**config.mk**
```make
export PLATFORM = sky130hd
export DESIGN_NAME = wdrain_ctrl
export DESIGN_NICKNAME = d
export VERILOG_FILES = /design/src/rtl/wdrain_pkg.sv /design/src/rtl/wdrain_cfg_reg.sv /design/src/rtl/wdrain_occ_cnt.sv /design/src/rtl/wdrain_mode_fsm.sv /design/src/rtl/wdrain_prio.sv /design/src/rtl/wdrain_ctrl.sv
export SDC_FILE = /design/constraint.sdc
export NUM_CORES = 1
export LEC_CHECK = 0
export BUFFER_PORTS_ARGS = -buffer_cell sky130_fd_sc_hd__buf_2
export CAP_MARGIN = 5
export CORE_MARGIN = 2
export CORE_UTILIZATION = 45
export DETAILED_ROUTE_END_ITERATION = 7
export PLACE_DENSITY = 0.78
export SLEW_MARGIN = 15
export SYNTH_ARGS = -nofsm -noshare
export SYNTH_HDL_FRONTEND = slang
export SYNTH_SLANG_ARGS = --single-unit
export TNS_END_PERCENT = 5
```
**constraint.sdc**
```tcl
create_clock -name clk_i -period 2.6 [get_ports clk_i]
set_input_delay 0.13 -clock clk_i [delete_from_list [all_inputs] [get_ports clk_i]]
set_output_delay 0.13 -clock clk_i [all_outputs]
set_load 0.01 [all_outputs]
```
**src/rtl/wdrain_pkg.sv**
```systemverilog
package wdrain_pkg;
  localparam int CFG_W = 32;
  localparam int THR_W = 5;

  typedef struct packed {
    logic [1:0]       rsv;
    logic [THR_W-1:0] blk_thr;  // read block threshold
    logic [THR_W-1:0] pw_thr;   // partial write boost threshold
    logic [THR_W-1:0] rx_thr;   // exit, read pending
    logic [THR_W-1:0] rn_thr;   // entry, read pending
    logic [THR_W-1:0] wn_thr;   // entry, no read
    logic [THR_W-1:0] wx_thr;   // exit, no read
  } cfg_t;

  localparam logic [THR_W-1:0] THR_MAX = '1;

  localparam cfg_t CFG_RST = '{
    rsv:     2'd0,
    blk_thr: 5'd6,
    pw_thr:  5'd31,
    rx_thr:  5'd31,
    rn_thr:  5'd31,
    wn_thr:  5'd22,
    wx_thr:  5'd22
  };

  localparam logic [CFG_W-1:0] CFG_WMASK = {2'b00, {(CFG_W-2){1'b1}}};
endpackage

```
**src/rtl/wdrain_cfg_reg.sv**
```systemverilog
module wdrain_cfg_reg
  import wdrain_pkg::*;
(
  input  logic             clk_i,
  input  logic             rst_ni,
  input  logic             we_i,
  input  logic [CFG_W-1:0] wdata_i,
  output cfg_t             cfg_o
);
  cfg_t cfg_q;

  always_ff @(posedge clk_i or negedge rst_ni) begin
    if (!rst_ni)   cfg_q <= CFG_RST;
    else if (we_i) cfg_q <= cfg_t'(wdata_i & CFG_WMASK);
  end

  assign cfg_o = cfg_q;

  p_cfg_stable_r3: assert property (@(posedge clk_i) disable iff (!rst_ni)
    !we_i |=> $stable(cfg_q));
endmodule

```
**src/rtl/wdrain_occ_cnt.sv**
```systemverilog
module wdrain_occ_cnt #(
  parameter int DEPTH = 32,
  localparam int CNT_W = $clog2(DEPTH + 1)
) (
  input  logic             clk_i,
  input  logic             rst_ni,
  input  logic             push_i,
  input  logic             pop_i,
  output logic [CNT_W-1:0] cnt_o
);
  localparam logic [CNT_W-1:0] CNT_MAX = CNT_W'(DEPTH);

  logic [CNT_W-1:0] cnt_q, cnt_d;
  logic inc, dec;

  assign inc = push_i & ~pop_i & (cnt_q != CNT_MAX);
  assign dec = pop_i & ~push_i & (cnt_q != '0);

  always_comb begin
    cnt_d = cnt_q;
    if (inc)      cnt_d = cnt_q + 1'b1;
    else if (dec) cnt_d = cnt_q - 1'b1;
  end

  always_ff @(posedge clk_i or negedge rst_ni) begin
    if (!rst_ni) cnt_q <= '0;
    else         cnt_q <= cnt_d;
  end

  assign cnt_o = cnt_q;

  p_cnt_bound_r4: assert property (@(posedge clk_i) disable iff (!rst_ni)
    cnt_q <= CNT_MAX);
  p_cnt_both_r4: assert property (@(posedge clk_i) disable iff (!rst_ni)
    (push_i && pop_i) |=> $stable(cnt_q));
endmodule

```
**src/rtl/wdrain_mode_fsm.sv**
```systemverilog
module wdrain_mode_fsm
  import wdrain_pkg::*;
#(
  parameter int CNT_W = 6
) (
  input  logic             clk_i,
  input  logic             rst_ni,
  input  logic [CNT_W-1:0] cnt_i,
  input  logic             rd_pend_i,
  input  cfg_t             cfg_i,
  output logic             wmaj_o
);
  logic [CNT_W-1:0] ent_thr, ext_thr;
  logic mode_q, go_in, go_out;

  // read presence picks the threshold pair
  assign ent_thr = rd_pend_i ? CNT_W'(cfg_i.rn_thr) : CNT_W'(cfg_i.wn_thr);
  assign ext_thr = rd_pend_i ? CNT_W'(cfg_i.rx_thr) : CNT_W'(cfg_i.wx_thr);

  assign go_in  = ~mode_q & (cnt_i > ent_thr);
  assign go_out =  mode_q & (cnt_i < ext_thr);

  always_ff @(posedge clk_i or negedge rst_ni) begin
    if (!rst_ni)     mode_q <= 1'b0;
    else if (go_in)  mode_q <= 1'b1;
    else if (go_out) mode_q <= 1'b0;
  end

  assign wmaj_o = mode_q;

  p_enter_r5: assert property (@(posedge clk_i) disable iff (!rst_ni)
    (!rd_pend_i && !wmaj_o && cnt_i > CNT_W'(cfg_i.wn_thr)) |=> wmaj_o);
  p_exit_r6: assert property (@(posedge clk_i) disable iff (!rst_ni)
    (!rd_pend_i && wmaj_o && cnt_i < CNT_W'(cfg_i.wx_thr)) |=> !wmaj_o);
  p_enter_rd_r7: assert property (@(posedge clk_i) disable iff (!rst_ni)
    (rd_pend_i && !wmaj_o && cnt_i > CNT_W'(cfg_i.rn_thr)) |=> wmaj_o);
  p_exit_rd_r7: assert property (@(posedge clk_i) disable iff (!rst_ni)
    (rd_pend_i && wmaj_o && cnt_i < CNT_W'(cfg_i.rx_thr)) |=> !wmaj_o);
  p_hold_off_r8: assert property (@(posedge clk_i) disable iff (!rst_ni)
    (!wmaj_o && !rd_pend_i && cnt_i <= CNT_W'(cfg_i.wn_thr)) |=> !wmaj_o);
endmodule

```
**src/rtl/wdrain_prio.sv**
```systemverilog
module wdrain_prio
  import wdrain_pkg::*;
#(
  parameter int CNT_W = 6,
  parameter int UF_W  = 6
) (
  input  logic             clk_i,
  input  logic             rst_ni,
  input  logic [CNT_W-1:0] cnt_i,
  input  logic [UF_W-1:0]  ufill_i,
  input  cfg_t             cfg_i,
  output logic             boost_o,
  output logic             block_o
);
  logic pw_en;

  assign pw_en   = (cfg_i.pw_thr != THR_MAX);  // all ones disables the boost
  assign boost_o = pw_en & (ufill_i > UF_W'(cfg_i.pw_thr));
  assign block_o = cnt_i > CNT_W'(cfg_i.blk_thr);

  p_boost_off_r9: assert property (@(posedge clk_i) disable iff (!rst_ni)
    (cfg_i.pw_thr == THR_MAX) |-> !boost_o);
  p_block_zero_r10: assert property (@(posedge clk_i) disable iff (!rst_ni)
    (cnt_i == '0) |-> !block_o);
endmodule

```
**src/rtl/wdrain_ctrl.sv**
```systemverilog
module wdrain_ctrl
  import wdrain_pkg::*;
#(
  parameter int DEPTH = 32,
  parameter int UF_W  = 6,
  localparam int CNT_W = $clog2(DEPTH + 1)
) (
  input  logic             clk_i,
  input  logic             rst_ni,
  input  logic             cfg_we_i,
  input  logic [CFG_W-1:0] cfg_wdata_i,
  output logic [CFG_W-1:0] cfg_rdata_o,
  input  logic             wq_push_i,
  input  logic             wq_pop_i,
  input  logic             rd_pend_i,
  input  logic [UF_W-1:0]  ufill_cnt_i,
  output logic             wmaj_o,
  output logic             pw_boost_o,
  output logic             rd_block_o
);
  cfg_t             cfg;
  logic [CNT_W-1:0] occ;

  wdrain_cfg_reg u_cfg (
    .clk_i   (clk_i),
    .rst_ni  (rst_ni),
    .we_i    (cfg_we_i),
    .wdata_i (cfg_wdata_i),
    .cfg_o   (cfg)
  );

  wdrain_occ_cnt #(.DEPTH(DEPTH)) u_cnt (
    .clk_i  (clk_i),
    .rst_ni (rst_ni),
    .push_i (wq_push_i),
    .pop_i  (wq_pop_i),
    .cnt_o  (occ)
  );

  wdrain_mode_fsm #(.CNT_W(CNT_W)) u_mode (
    .clk_i     (clk_i),
    .rst_ni    (rst_ni),
    .cnt_i     (occ),
    .rd_pend_i (rd_pend_i),
    .cfg_i     (cfg),
    .wmaj_o    (wmaj_o)
  );

  wdrain_prio #(.CNT_W(CNT_W), .UF_W(UF_W)) u_prio (
    .clk_i   (clk_i),
    .rst_ni  (rst_ni),
    .cnt_i   (occ),
    .ufill_i (ufill_cnt_i),
    .cfg_i   (cfg),
    .boost_o (pw_boost_o),
    .block_o (rd_block_o)
  );

  assign cfg_rdata_o = cfg;

  p_rsv_read_r2: assert property (@(posedge clk_i) disable iff (!rst_ni)
    cfg_we_i |=> (cfg_rdata_o[31:30] == 2'b00));
endmodule

```
# After elaboration in Yosys (flattened, before gate mapping)
# Cells that the tools add are included.
op_classes:
  addsub: 2
  magnitude_cmp: 4
  n_eq_ne: 2
  muxes: 6
  bitwise: 10
  reduce_logical: 3
ops:
  columns: ["op", "n"]
  rows:
  - ["$gt A6 B5 Y1", 2]
  - ["$mux W6", 2]
  - ["$mux W5", 2]
  - ["$and A1 B1 Y1", 7]
  - ["$add A6 B1 Y6 const B", 1]
  - ["$gt A6 B6 Y1", 1]
  - ["$lt A6 B6 Y1", 1]
  - ["$ne A6 B6 Y1 const B", 1]
  - ["$reduce_bool A6 Y1", 1]
  - ["$sub A6 B1 Y6 const B", 1]
  - ["$ne A5 B5 Y1 const B", 1]
  - ["$reduce_bool A2 Y1", 2]
  - ["$not A1 Y1", 3]
  - ["$mux W1", 2]
totals:
  regBits: 37
  input_bits: 44
  out_inout_bits: 35
  elab_cells: 35

# Logic depth before layout (Yosys ltp)
logic_depth:
  depth_word: 5
  depth_mapped: 7
  mapped_depth_nobuf: 7

# By module
# A second synthesis with hierarchy kept.
unflattened:
  cells_unflattened: 178
  hier_area_um2: 2372.3
by_module_without_submodules:
  columns: ["module", "instances", "cells_each", "area_per_inst_um2", "seq_area_each_um2"]
  rows:
  - ["wdrain_cfg_reg", 1, 66, 1282.5, 779.5]
  - ["wdrain_occ_cnt", 1, 41, 462.9, 150.1]
  - ["wdrain_mode_fsm", 1, 37, 360.3, 25.0]
  - ["wdrain_prio", 1, 34, 266.5, 0.0]

# Worst setup path before layout
# Ideal clock, no wire load.
synth_path:
  kind: "reg2reg"
  startpoint: "reg u_cnt.cnt_q[0], in the netlist u_cnt.cnt_o[0]"
  endpoint: "reg u_cnt.cnt_q[5], in the netlist u_cnt.cnt_o[5]"
  setup_ns: 0.126
  arrival_time_ns: 2.447
  t_required_ns: 2.474
  setup_slack_ns: 0.027
  stages_incl_launch_ff: 8
  path_buffers: 0
  period_less_slack_ns: 2.573
  path_cell_list: "dfrtp_1 -> or4_4 -> o31ai_4 -> ha_1 -> and3_1 -> a2111o_1 -> mux2i_1 -> mux2i_1"
synth_via:
  elab_chain_len: 3
  word_cells_on_any_way: 9
  cone_classes: "add/sub (2); eq/ne (1); mux (2); bitwise (2); reduce/logical (2)"
synth_lines:
  columns: ["item", "line", "rtl"]
  rows:
  - ["start, declared", "wdrain_occ_cnt.sv:13", "logic [CNT_W-1:0] cnt_q, cnt_d;"]
  - ["start signal, assigned", "wdrain_occ_cnt.sv:27", "else cnt_q <= cnt_d;"]
  - ["$sub A6 B1 Y6 (tied with other cells)", "wdrain_occ_cnt.sv:22", "else if (dec) cnt_d = cnt_q - 1'b1;"]
  - ["$mux W6 (tied with other cells)", "wdrain_occ_cnt.sv:22", null]
  - ["$mux W6 or $reduce_bool A2 Y1 (tied branches)", null, null]
# Several ways; a longest one is shown, not always the timed one. The select of a mux whose other input is x is not followed.
# A chain may end at the register's enable or synchronous reset.

# Final worst setup path
# Same ends and word-level chain as after synthesis.

==> flow_metrics.env <==
export IMPL_final_cell_mix="buf_2, mux2_2, dfstp_2, ha_1, dfrtp_1"
export IMPL_fin_skew_ps=1.63
export IMPL_cts_root_buf="clkbuf_8"
export IMPL_clock_sinks=37
export IMPL_gp_congestion=0.790
export IMPL_fin_crit_ps=2630
export IMPL_status="complete, but fails checks"
export IMPL_p_per_area_nw_per_um2=806
export IMPL_io_pin_count=79
export IMPL_num_rows=25
export IMPL_antenna_found_initial=0
export IMPL_die_w_um=73.9
export IMPL_hold_class="in2reg"
export IMPL_finalSetupViolCount=1
export IMPL_rrSetupSlack_ps=-30
export IMPL_area_growth_syn_to_layout_pct=29.1
export IMPL_synthAdderAreaFrac_pct=14.0
export IMPL_hold_viol_final=0
export IMPL_arrival_ps=2800
export IMPL_worstSetupPathType="reg2reg"
export IMPL_drv_slew=0
export IMPL_ys_ff_latch=37
export IMPL_syn_area_um2=2200
export IMPL_drive_gt1_share_pct=53.3
export IMPL_synth_xor_area_share_pct=1.59
export IMPL_fmax_mhz=381
export IMPL_track_usage_pct=19.3
export IMPL_final_util_pct=60.1
export IMPL_cts_buffer_depth=2
export IMPL_setup_slack_ps=-25.9
export IMPL_synth_ff_type="dfstp_2"
export IMPL_htree_levels=2
export IMPL_violations="setup timing"
export IMPL_grt_remaining_overflow=0
export IMPL_rsz0062_at_grt="yes"
export IMPL_grt_pass1_vias=1786
export IMPL_power_uw=2290
export IMPL_die_h_um=73.9
export IMPL_synth_top_family_by_area="multiplexers"
export IMPL_viasPerCell=5.06
export IMPL_synth_edff_count=0
export IMPL_worstSkewPairLatency_ps=290
export IMPL_finalWirelength_mm=4.78
export IMPL_synth_simple_area_share_pct=7.68
export IMPL_netlist_instances=186
export IMPL_ir_drop_mv=0.406
export IMPL_cap_violations=0
export IMPL_core_area_um2=4720
export IMPL_worst_setup_path_start_kind="flip-flop"
export IMPL_avgSynthCellArea_um2=11.8
export IMPL_drtIter0Drc=28
export IMPL_grt_max_degree=39
export IMPL_fin_crit_sh_pct=101
export IMPL_nNetsFinal=339
export IMPL_dp_cells=328
export IMPL_antenna_left=0
export IMPL_worstMarginPinSlew_ps=797
export IMPL_cts_buffers=5
export IMPL_grt_pass1_wl_mm=7.92
export IMPL_final_common_cell="buf_2"
export IMPL_cts_tree="done"
export IMPL_cts_clk_slew_worst_paths_ps=70
export IMPL_n_antenna_cell=0
export IMPL_p_leak_uw=0.00138
export IMPL_via_count=1715
export IMPL_critPathMaxFanout=4
export IMPL_synth_mux_area_share_pct=19.3
export IMPL_synth_compound_area_share_pct=10.4
export IMPL_drt_pass1_iterations=4
export IMPL_drc=0
export IMPL_relSlewSlack_pct=46.8
export IMPL_async_flop_share_pct=100
export IMPL_drt_wirelength_per_cell_um=14.1
export IMPL_critPathCaptureType="flip-flop"
export IMPL_dp_hpwl_mm=3.62
export IMPL_yosys_warnings=0
export IMPL_worstPathRequired_ps=2770
export IMPL_dieArea_um2=5460
export IMPL_start_util_pct=46.6
export IMPL_port_buffers=74
export IMPL_yosysSeqAreaShare_pct=43.4
export IMPL_synth_cell_types=43
export IMPL_final_cells=339
[registers in the layout, summed over array words and instances, names as in the netlist]
register	count
u_cfg.cfg_o	30
u_cnt.cnt_o	6
u_mode.wmaj_o	1
[layout make-up]
class,count,area [um2]
Clock buffer,7,86.3
Fill cell,419,1880
Clock inverter,1,7.51
Sequential cell,37,955
Timing Repair Buffer,84,452
Multi-Input combinational cell,132,1210
Inverter,11,41.3
Tap cell,67,83.8
[metal layers]
layer	track usage, %	part of all wire (%)	wire (um)
met2	34.1	52	2510
met5	0	0	0
met4	7.68	1.6	76
met3	4.80	4.4	209
met1	22.4	42	1990
[what timing repair did]
item	CTS	global route
gates resized for setup	0	5
buffers inserted	0	2
setup endpoints to repair	0	1
hold buffers	1	0
endpoints found under the hold margin	14	0
[report_power, final]
| group | leakage (uW) | switching [uW] | internal [uW] |
|---|---|---|---|
| combinational | 0.000930 | 549 | 539 |
| clock | 0.0000445 | 206 | 215 |
| sequential | 0.000405 | 73.1 | 707 |
| total | 0.00138 | 827 | 1460 |
[kinds of logic (layout without fill, tap and decap cells)]
| family | count (synthesis) | after routing |
|---|---|---|
| buf+inv | 18 | 103 |
| fa+ha+maj | 24 | 24 |
| xor+xnor | 4 | 4 |
| simple gates | 31 | 31 |
| other cells | 1 | 2 |
| compound gates | 32 | 32 |
| flops | 37 | 37 |
| mux | 39 | 39 |
[critical path: stages (launching register included)]
cell,delay [ps]
dfrtp_1,390
or4_4,580
o31ai_4,310
buf_4,170
ha_4,200
and3_4,170
a2111o_1,450
mux2i_1,160
mux2i_1,90
[synth_stat cells (2+ instances only)]
cell	instances	area share, %
dfrtp_1	14	16
inv_1	11	1.9
buf_4	2	0.68
a21o_1	4	1.4
a31oi_1	3	0.85
and3_1	3	0.85
a21oi_1	3	0.68
and4b_1	2	0.91
mux2i_1	12	5.5
o21ai_0	10	2.3
nand3_1	2	0.46
nand2_1	12	2.0
clkbuf_1	3	0.51
nor2_1	2	0.34
ha_1	23	13
nor2b_1	4	1.1
xnor2_1	3	1.2
dfstp_2	23	27
mux2_1	4	2.0
mux2_2	23	12
[metrics by stage]
| step | instance area, um2 | hold WS, ps | worst slack, ps | TNS [ps] |
|---|---|---|---|---|
| 2_1_floorplan | 2200 | -166 | 26.9 | 0 |
| 4_1_cts | 2780 | 38.5 | 0.396 | 0 |
| 3_5_place_dp | 2680 | 275 | 17.1 | 0 |
| 6_report | 2840 | 47.4 | -25.9 | -25.9 |
| 3_3_place_gp | 2680 | 262 | 69.3 | 0 |
| 5_1_grt | 2840 | 48.7 | -102 | -102 |
[path summary, 6_finish.rpt]
kind / from / to / cells after the start
max: u_cnt.cnt_o[0] / u_cnt.cnt_o[5] / 8
min: cfg_wdata_i[26] / u_cfg.cfg_o[26] / 3
max reg2reg: u_cnt.cnt_o[0] / u_cnt.cnt_o[5] / 8
min reg2reg: u_cfg.cfg_o[27] / u_cfg.cfg_o[27] / 2
max in group asynchronous: rst_ni / u_cfg.cfg_o[29] / 2
min in group asynchronous: rst_ni / u_cfg.cfg_o[25] / 2
No activity file was read; power rests on OpenSTA's default activity.
